### src/rtl/tri_fir_pkg.sv
package tri_fir_pkg;

  // Level of a stream bit: 1 -> +1, 0 -> -1
  function automatic logic signed [1:0] bit_level(input logic b);
    return b ? 2'sd1 : -2'sd1;
  endfunction

  // Silence history: j samples before the newest slot; even j holds -1
  function automatic logic signed [1:0] silence_level(input int j);
    return (j % 2 == 1) ? 2'sd1 : -2'sd1;
  endfunction

  // Minimum signed width to hold +/-mag
  function automatic int signed_width(input int mag);
    return $clog2(mag + 1) + 1;
  endfunction

endpackage

### src/rtl/tri_boxcar.sv
module tri_boxcar
  import tri_fir_pkg::*;
#(
  parameter int LEN     = 8,
  parameter int IN_MAX  = 1,
  parameter int IN_W    = 2,
  parameter int SUM_W   = 5,
  parameter bit ALT_RST = 1'b0
) (
  input  logic                    clk,
  input  logic                    rst_n,
  input  logic                    en,
  input  logic signed [IN_W-1:0]  din,
  output logic signed [SUM_W-1:0] sum_q,
  output logic signed [SUM_W-1:0] sum_nx
);
  localparam int SUM_MAX = LEN * IN_MAX;

  logic signed [IN_W-1:0] hist [LEN];
  logic signed [IN_W-1:0] oldest;

  function automatic logic signed [IN_W-1:0] rst_val(input int j);
    if (ALT_RST) return IN_W'(silence_level(j));
    else         return '0;
  endfunction

  for (genvar j = 0; j < LEN; j++) begin : g_tap
    if (j == 0) begin : g_head
      always_ff @(posedge clk or negedge rst_n) begin
        if (!rst_n)  hist[j] <= rst_val(j);
        else if (en) hist[j] <= din;
      end
    end else begin : g_body
      always_ff @(posedge clk or negedge rst_n) begin
        if (!rst_n)  hist[j] <= rst_val(j);
        else if (en) hist[j] <= hist[j-1];
      end
    end
  end

  assign oldest = hist[LEN-1];
  assign sum_nx = sum_q + SUM_W'(din) - SUM_W'(oldest);

  always_ff @(posedge clk or negedge rst_n) begin
    if (!rst_n)  sum_q <= '0;
    else if (en) sum_q <= sum_nx;
  end

  // a running sum of LEN bounded inputs stays bounded
  a_r3_sum_bound: assert property (@(posedge clk) disable iff (!rst_n)
    (sum_q <= SUM_W'(SUM_MAX)) && (sum_q >= -SUM_W'(SUM_MAX)));

  // the incoming value respects its declared bound
  a_r3_din_bound: assert property (@(posedge clk) disable iff (!rst_n)
    en |-> ((din <= IN_W'(IN_MAX)) && (din >= -IN_W'(IN_MAX))));

  // an idle clock leaves the running sum untouched
  a_r9_idle_hold: assert property (@(posedge clk) disable iff (!rst_n)
    !en |=> $stable(sum_q));

endmodule

### src/rtl/tri_bypass.sv
module tri_bypass (
  input  logic clk,
  input  logic rst_n,
  input  logic route_raw,
  input  logic bit_in,
  output logic pass_bit
);
  always_ff @(posedge clk or negedge rst_n) begin
    if (!rst_n) pass_bit <= 1'b0;
    else        pass_bit <= route_raw & bit_in;
  end

  // pass-through mirrors the previous clock's input bit
  a_r6_resync: assert property (@(posedge clk) disable iff (!rst_n)
    route_raw |=> (pass_bit == $past(bit_in)));

  // pass-through output is quiet in filter mode
  a_r7_quiet: assert property (@(posedge clk) disable iff (!rst_n)
    !route_raw |=> !pass_bit);

endmodule

### src/rtl/tri_fir_dsd.sv
module tri_fir_dsd
  import tri_fir_pkg::*;
#(
  parameter int HALF_LEN = 8,
  parameter int OUT_W    = 8
) (
  input  logic                    clk,
  input  logic                    rst_n,
  input  logic                    bit_in,
  input  logic                    bit_en,
  input  logic                    filter_en,
  output logic signed [OUT_W-1:0] sample_out,
  output logic                    sample_valid,
  output logic                    pass_bit
);
  localparam int TAPS  = 2 * HALF_LEN - 1;
  localparam int PEAK  = HALF_LEN * HALF_LEN;
  localparam int S1_W  = signed_width(HALF_LEN);
  localparam int S2_W  = signed_width(PEAK);

  logic                   accept;
  logic signed [1:0]      level;
  logic signed [S1_W-1:0] s1_q, s1_nx;
  logic signed [S2_W-1:0] s2_q, s2_nx;

  assign accept = bit_en & filter_en;
  assign level  = bit_level(bit_in);

  // First running sum over the +/-1 levels; history reset to silence
  tri_boxcar #(
    .LEN(HALF_LEN), .IN_MAX(1), .IN_W(2), .SUM_W(S1_W), .ALT_RST(1'b1)
  ) u_stage1 (
    .clk(clk), .rst_n(rst_n), .en(accept), .din(level),
    .sum_q(s1_q), .sum_nx(s1_nx)
  );

  // Second running sum over the first; together a TAPS-long triangle
  tri_boxcar #(
    .LEN(HALF_LEN), .IN_MAX(HALF_LEN), .IN_W(S1_W), .SUM_W(S2_W), .ALT_RST(1'b0)
  ) u_stage2 (
    .clk(clk), .rst_n(rst_n), .en(accept), .din(s1_nx),
    .sum_q(s2_q), .sum_nx(s2_nx)
  );

  tri_bypass u_bypass (
    .clk(clk), .rst_n(rst_n), .route_raw(!filter_en),
    .bit_in(bit_in), .pass_bit(pass_bit)
  );

  always_ff @(posedge clk or negedge rst_n) begin
    if (!rst_n) sample_valid <= 1'b0;
    else        sample_valid <= accept;
  end

  assign sample_out = OUT_W'(s2_q);

  // each accepted bit yields a strobe one clock later
  a_r4_strobe: assert property (@(posedge clk) disable iff (!rst_n)
    accept |=> sample_valid);

  // no strobe without an accepted bit
  a_r4_no_spurious: assert property (@(posedge clk) disable iff (!rst_n)
    !accept |=> !sample_valid);

  // the sample holds between accepted bits
  a_r4_hold: assert property (@(posedge clk) disable iff (!rst_n)
    !accept |=> $stable(sample_out));

  // output within the triangle's peak
  a_r3_peak: assert property (@(posedge clk) disable iff (!rst_n)
    (sample_out <= OUT_W'(PEAK)) && (sample_out >= -OUT_W'(PEAK)));

  // tap count consistent with the cascade
  initial begin
    a_r2_taps: assert (TAPS == 2 * HALF_LEN - 1 && OUT_W >= S2_W);
  end

endmodule

### config.mk
export PLATFORM = sky130hd
export DESIGN_NAME = tri_fir_dsd
export DESIGN_NICKNAME = d
export VERILOG_FILES = /design/src/rtl/tri_fir_pkg.sv /design/src/rtl/tri_boxcar.sv /design/src/rtl/tri_bypass.sv /design/src/rtl/tri_fir_dsd.sv
export SDC_FILE = /design/constraint.sdc
export NUM_CORES = 1
export LEC_CHECK = 0
export BUFFER_PORTS_ARGS = -buffer_cell sky130_fd_sc_hd__buf_2
export CORE_MARGIN = 2
export CORE_UTILIZATION = 53
export DETAILED_ROUTE_END_ITERATION = 10
export PLACE_DENSITY = 0.72
export SETUP_SLACK_MARGIN = 0.15
export SKIP_CTS_REPAIR_TIMING = 1
export SLEW_MARGIN = 20
export SYNTH_ARGS = -nofsm -noshare
export SYNTH_HDL_FRONTEND = slang
export SYNTH_HIERARCHICAL = 1
export SYNTH_SLANG_ARGS = --single-unit
### constraint.sdc
create_clock -name clk -period 4.4 [get_ports clk]
set_clock_uncertainty 0.2 [all_clocks]
set_input_delay 0.88 -clock clk [delete_from_list [all_inputs] [get_ports clk]]
set_output_delay 0.88 -clock clk [all_outputs]
set_load 0.005 [all_outputs]
# After elaboration in Yosys (flattened, before gate mapping)
# Cells that the tools add are included.
[totals]
reg_bits = 66
inputBits = 5
out_inout_bits = 10
elab_cells = 27
[op_classes]
n_addsub = 4
muxes = 1
n_bitwise = 2
n_reduce_logical = 1
[op_table]
columns = ["cell", "n"]
rows = [
  ["$add 8x5->8", 1],
  ["$sub 8x5->8", 1],
  ["$add 5x2->5", 1],
  ["$sub 5x2->5", 1],
  ["$and 1x1->1", 2],
  ["$mux 2", 1],
  ["$logic_not 1->1", 1],
]

# Depth between registers and ports, before layout
[logic_depth]
word_depth = 5
ltp_mapped = 19
mapped_depth_nobuf = 19

# Cells and area by module
# The synthesis kept the hierarchy.
[modules_own_cells]
columns = ["mod", "instances", "cells_per_inst", "area_per_inst_um2", "seq_area_each_um2"]
rows = [
  ["tri_boxcar (u_stage2)", 1, 184, 2341.0, 1201.2],
  ["tri_boxcar (u_stage1)", 1, 87, 1094.8, 540.5],
  ["tri_fir_dsd", 1, 5, 42.5, 25.0],
  ["tri_bypass", 1, 2, 31.3, 25.0],
]

# Least setup slack after synthesis
# OpenSTA, ideal clock, no wires.
[synth_path]
path_kind = "input port to flip-flop"
startpoint = "in bit_in"
endpoint = "reg u_stage2.sum_q[7]"
setup_time_ps = 80
t_arrival_ps = 4500
required_ps = 4120
setup_slack_ps = -380
path_stages = 17
path_buffers = 0
path_cell_list = "inv_1 -> inv_1 -> fa_1 -> fa_1 -> nand2b_1 -> a21oi_1 -> xnor2_1 -> xnor2_1 -> inv_1 -> fa_1 -> inv_1 -> ha_1 -> a21oi_1 -> o21ai_1 -> a21oi_2 -> mux2i_1 -> xnor2_1"
[synth_between]
elab_chain_len = 5
[synth_rtl]
columns = ["item", "line_no", "rtl"]
rows = [
  ["from (decl)", "tri_fir_dsd.sv:9", "input logic bit_in,"],
  ["$mux 2", "tri_fir_pkg.sv:5", "return b ? 2'sd1 : -2'sd1;"],
  ["$add 5x2->5", "tri_boxcar.sv:42", "assign sum_nx = sum_q + SUM_W'(din) - SUM_W'(oldest);"],
  ["$sub 5x2->5", "tri_boxcar.sv:42", ""],
  ["named net s1_nx[4]", "tri_fir_dsd.sv:23", "logic signed [S1_W-1:0] s1_q, s1_nx;"],
  ["$add 8x5->8", "tri_boxcar.sv:42", ""],
  ["$sub 8x5->8", "tri_boxcar.sv:42", ""],
  ["to (signal assigned)", "tri_boxcar.sv:46", "else if (en) sum_q <= sum_nx;"],
  ["to (decl)", "tri_boxcar.sv:14", "output logic signed [SUM_W-1:0] sum_q,"],
]
# The timed path passes the listed nets, and every way through them passes these cells.
# A chain may end at the register's enable or synchronous reset.

# Worst setup path after layout
[layout_path]
startpoint = "in bit_in"
endpoint = "reg u_stage2.sum_q[6]"
[layout_between]
elab_chain_len = 5
[layout_rtl]
columns = ["item", "line_no", "rtl"]
rows = [
  ["$mux 2", "tri_fir_pkg.sv:5", ""],
  ["named net level[1]", "tri_fir_dsd.sv:22", "logic signed [1:0] level;"],
  ["$add 5x2->5", "tri_boxcar.sv:42", ""],
  ["$sub 5x2->5", "tri_boxcar.sv:42", ""],
  ["named net s1_nx[4]", "tri_fir_dsd.sv:23", ""],
  ["$add 8x5->8", "tri_boxcar.sv:42", ""],
  ["$sub 8x5->8", "tri_boxcar.sv:42", ""],
]
# The timed path passes the listed nets, and every way through them passes these cells.

==> summary.md <==
| Metric | Value |
|---|---|
| CP endpoint kind | flop |
| Critical path peak fanout | 3 |
| Routed wl met3 | 139 µm |
| Unrepaired setup endpoints after global routing | yes |
| R2R depth | 17 |
| 1st-pass router iterations | 4 |
| Total GRT Usage | 15.97% |
| CTS H-tree depth | 3 |
| Vias in the first global route | 2,037 |
| DRT iter0 DRCs | 108 |
| Worst-Skew Late Latency | 0.34 ns |
| Setup crit start kind | primary input |
| Uppermost routed layer | met4 |
| R2R Path Start | u_stage1/oldest[0] |
| Die H | 85.01 µm |
| Status | finished, final reports clean |
| R2r setup slk | 0.46 ns |
| Slew headroom | 41.43% |
| Layout cells sized above 1 | 42.90% |
| HP Class | flop to flop |
| Placed cell count | 376 |
| Largest net degree at the start of global routing | 47 |
| Rows | 29 |
| Final std cells w/o fill | 394 |
| Critical path type | primary input to flop |
| Worst Path Buf+Inv | 6 |
| Wire per inst | 13.22 µm |
| Fin Setup TNS | 0 ns |
| CTS tree | built |
| Final ANT Viol Nets | 0 |
| Worst endpoint data arrival time | 4.26 ns |
| Die W | 85.01 µm |
| Post-synthesis instance area | 3478 µm² |
| Mapped Cells | 274 |
| # setup viols final | 0 |
| Final wirelength | 5208 µm |
| Final RePlAce weighted congestion | 0.7436 |
| CTS root buf | clkbuf_8 |
| Clock period minus worst slack | 4.190 ns |
| Drt via density | 4.995 |
| Post-DP HPWL | 3545 µm |
| Slew Viols, Final | 0 |
| Clk sinks | 71 |
| Antenna diodes | 0 |
| Final design utilization | 65.20% |
| Area grow syn2layout | 19.03% |
| Antenna violations before repair | 0 |
| Max_cap viols | 0 |
| Critical path's top delay family | adder cells |
| Levels on crit path | 17 |
| Nets | 343 |
| Most used cell, CP | inv_2 |
| Slew at the pin closest to its max-slew limit | 0.8786 ns |
| Placeable Area | 6350 µm² |
| Die footprint | 7227 µm² |
| Initial Util | 54.78% |
| WL met1 | 2378 µm |
| Vias after detailed routing | 1,968 |
| Total CTS buffers | 9 |
| Ports | 15 |
| Synth Warn # | 6 |
| Reg-to-reg endpoint | u_stage2/sum_q[6] |
| CTS Buffer Depth | 2 |
| Max Freq | 238.6 MHz |
| Synthesized area per cell | 12.69 µm² |
| Crit-path slowest cell | fa_1 |
| Worst setup path endpoint | u_stage2/sum_q[6] |
| # DRC | 0 |
| Final period utilization | 95.23% |
| Critical path origin | bit_in |
| Req. time, crit path | 4.47 ns |
| Global-route wire length before repair | 8990 µm |
| GRT Residual Overflow | 0 |
| Clk pin slew, worst setup/hold paths | 0.07 ns |
| Crit-path max cell delay | 0.57 ns |
| Port Buf Inserts | 14 |
| Final Hold Fails | 0 |
| Met2 WL | 2544 µm |
| Crit-path cells | buf_12, inv_16, inv_8, fa_2, fa_2, nand2b_4, a21oi_4, xnor2_2, xnor2_2, inv_2, fa_1, inv_2, ha_4, inv_2, or3_1, mux2_4, o211ai_2 |
[worst min path at each step]
stage	start	endpoint	depth (start not counted)
6_report	u_stage2/sum_q[7]	u_stage2/sum_q[7]	1
5_1_grt	u_stage2/sum_q[7]	u_stage2/sum_q[7]	1
4_1_cts	u_stage2/sum_q[7]	u_stage2/sum_q[7]	1
3_5_place_dp	u_stage2/sum_q[7]	u_stage2/sum_q[7]	1
3_3_place_gp	u_stage2/sum_q[7]	u_stage2/sum_q[7]	1
2_1_floorplan	u_stage2/hist[9]	u_stage2/oldest[4]	2
[placed cells by master, fill, tap and decap left out, drive strengths merged, types with 3 or more instances in the layout]
cell type  instances
mux2              57
inv               45
dfrtp             59
and2               3
a21oi              8
nand2             13
mux2i              3
clkbuf            10
dfstp             12
xnor2              8
xor2               4
o21ai             10
fa                11
clkinv             4
buf               35
ha                15
nor2               4
[routing by layer]
layer,up-vias,GRT usage (%)
li1,968,-
met1,963,20.54
met2,24,25.14
met3,13,3.794
met4,0,8.514
met5,-,0
[metrics by stage]
stage	setup slack [ns]	hold slack [ns]	area, µm²
floorplan	0.08519	0.2492	3575
global placement	-0.2059	0.2580	3841
detailed placement	-0.2632	0.2625	3841
CTS	0.08934	0.2723	4063
global route	0.07847	0.2977	4140
finish	0.2097	0.2569	4140
[flip-flops by register name, indices dropped and copies added, names as in the netlist]
name,flops
u_stage1/sum_q,5
sample_valid,1
u_stage1/hist,14
u_stage1/oldest,2
u_stage2/sum_q,8
u_stage2/hist,35
u_stage2/oldest,5
u_bypass/pass_bit,1
[cell type report]
cell class,count,area [µm²]
inverter,45,192.7
multi-input combinational,150,1595
tap,77,96.34
timing repair buffer,35,242.7
clock buffer,10,137.6
sequential,71,1792
fill,467,2210
clock inverter,6,83.83
Power is left out: the tool's default activity adds up to more than one toggle a clock period on the data nets, which glitch-free logic cannot reach.
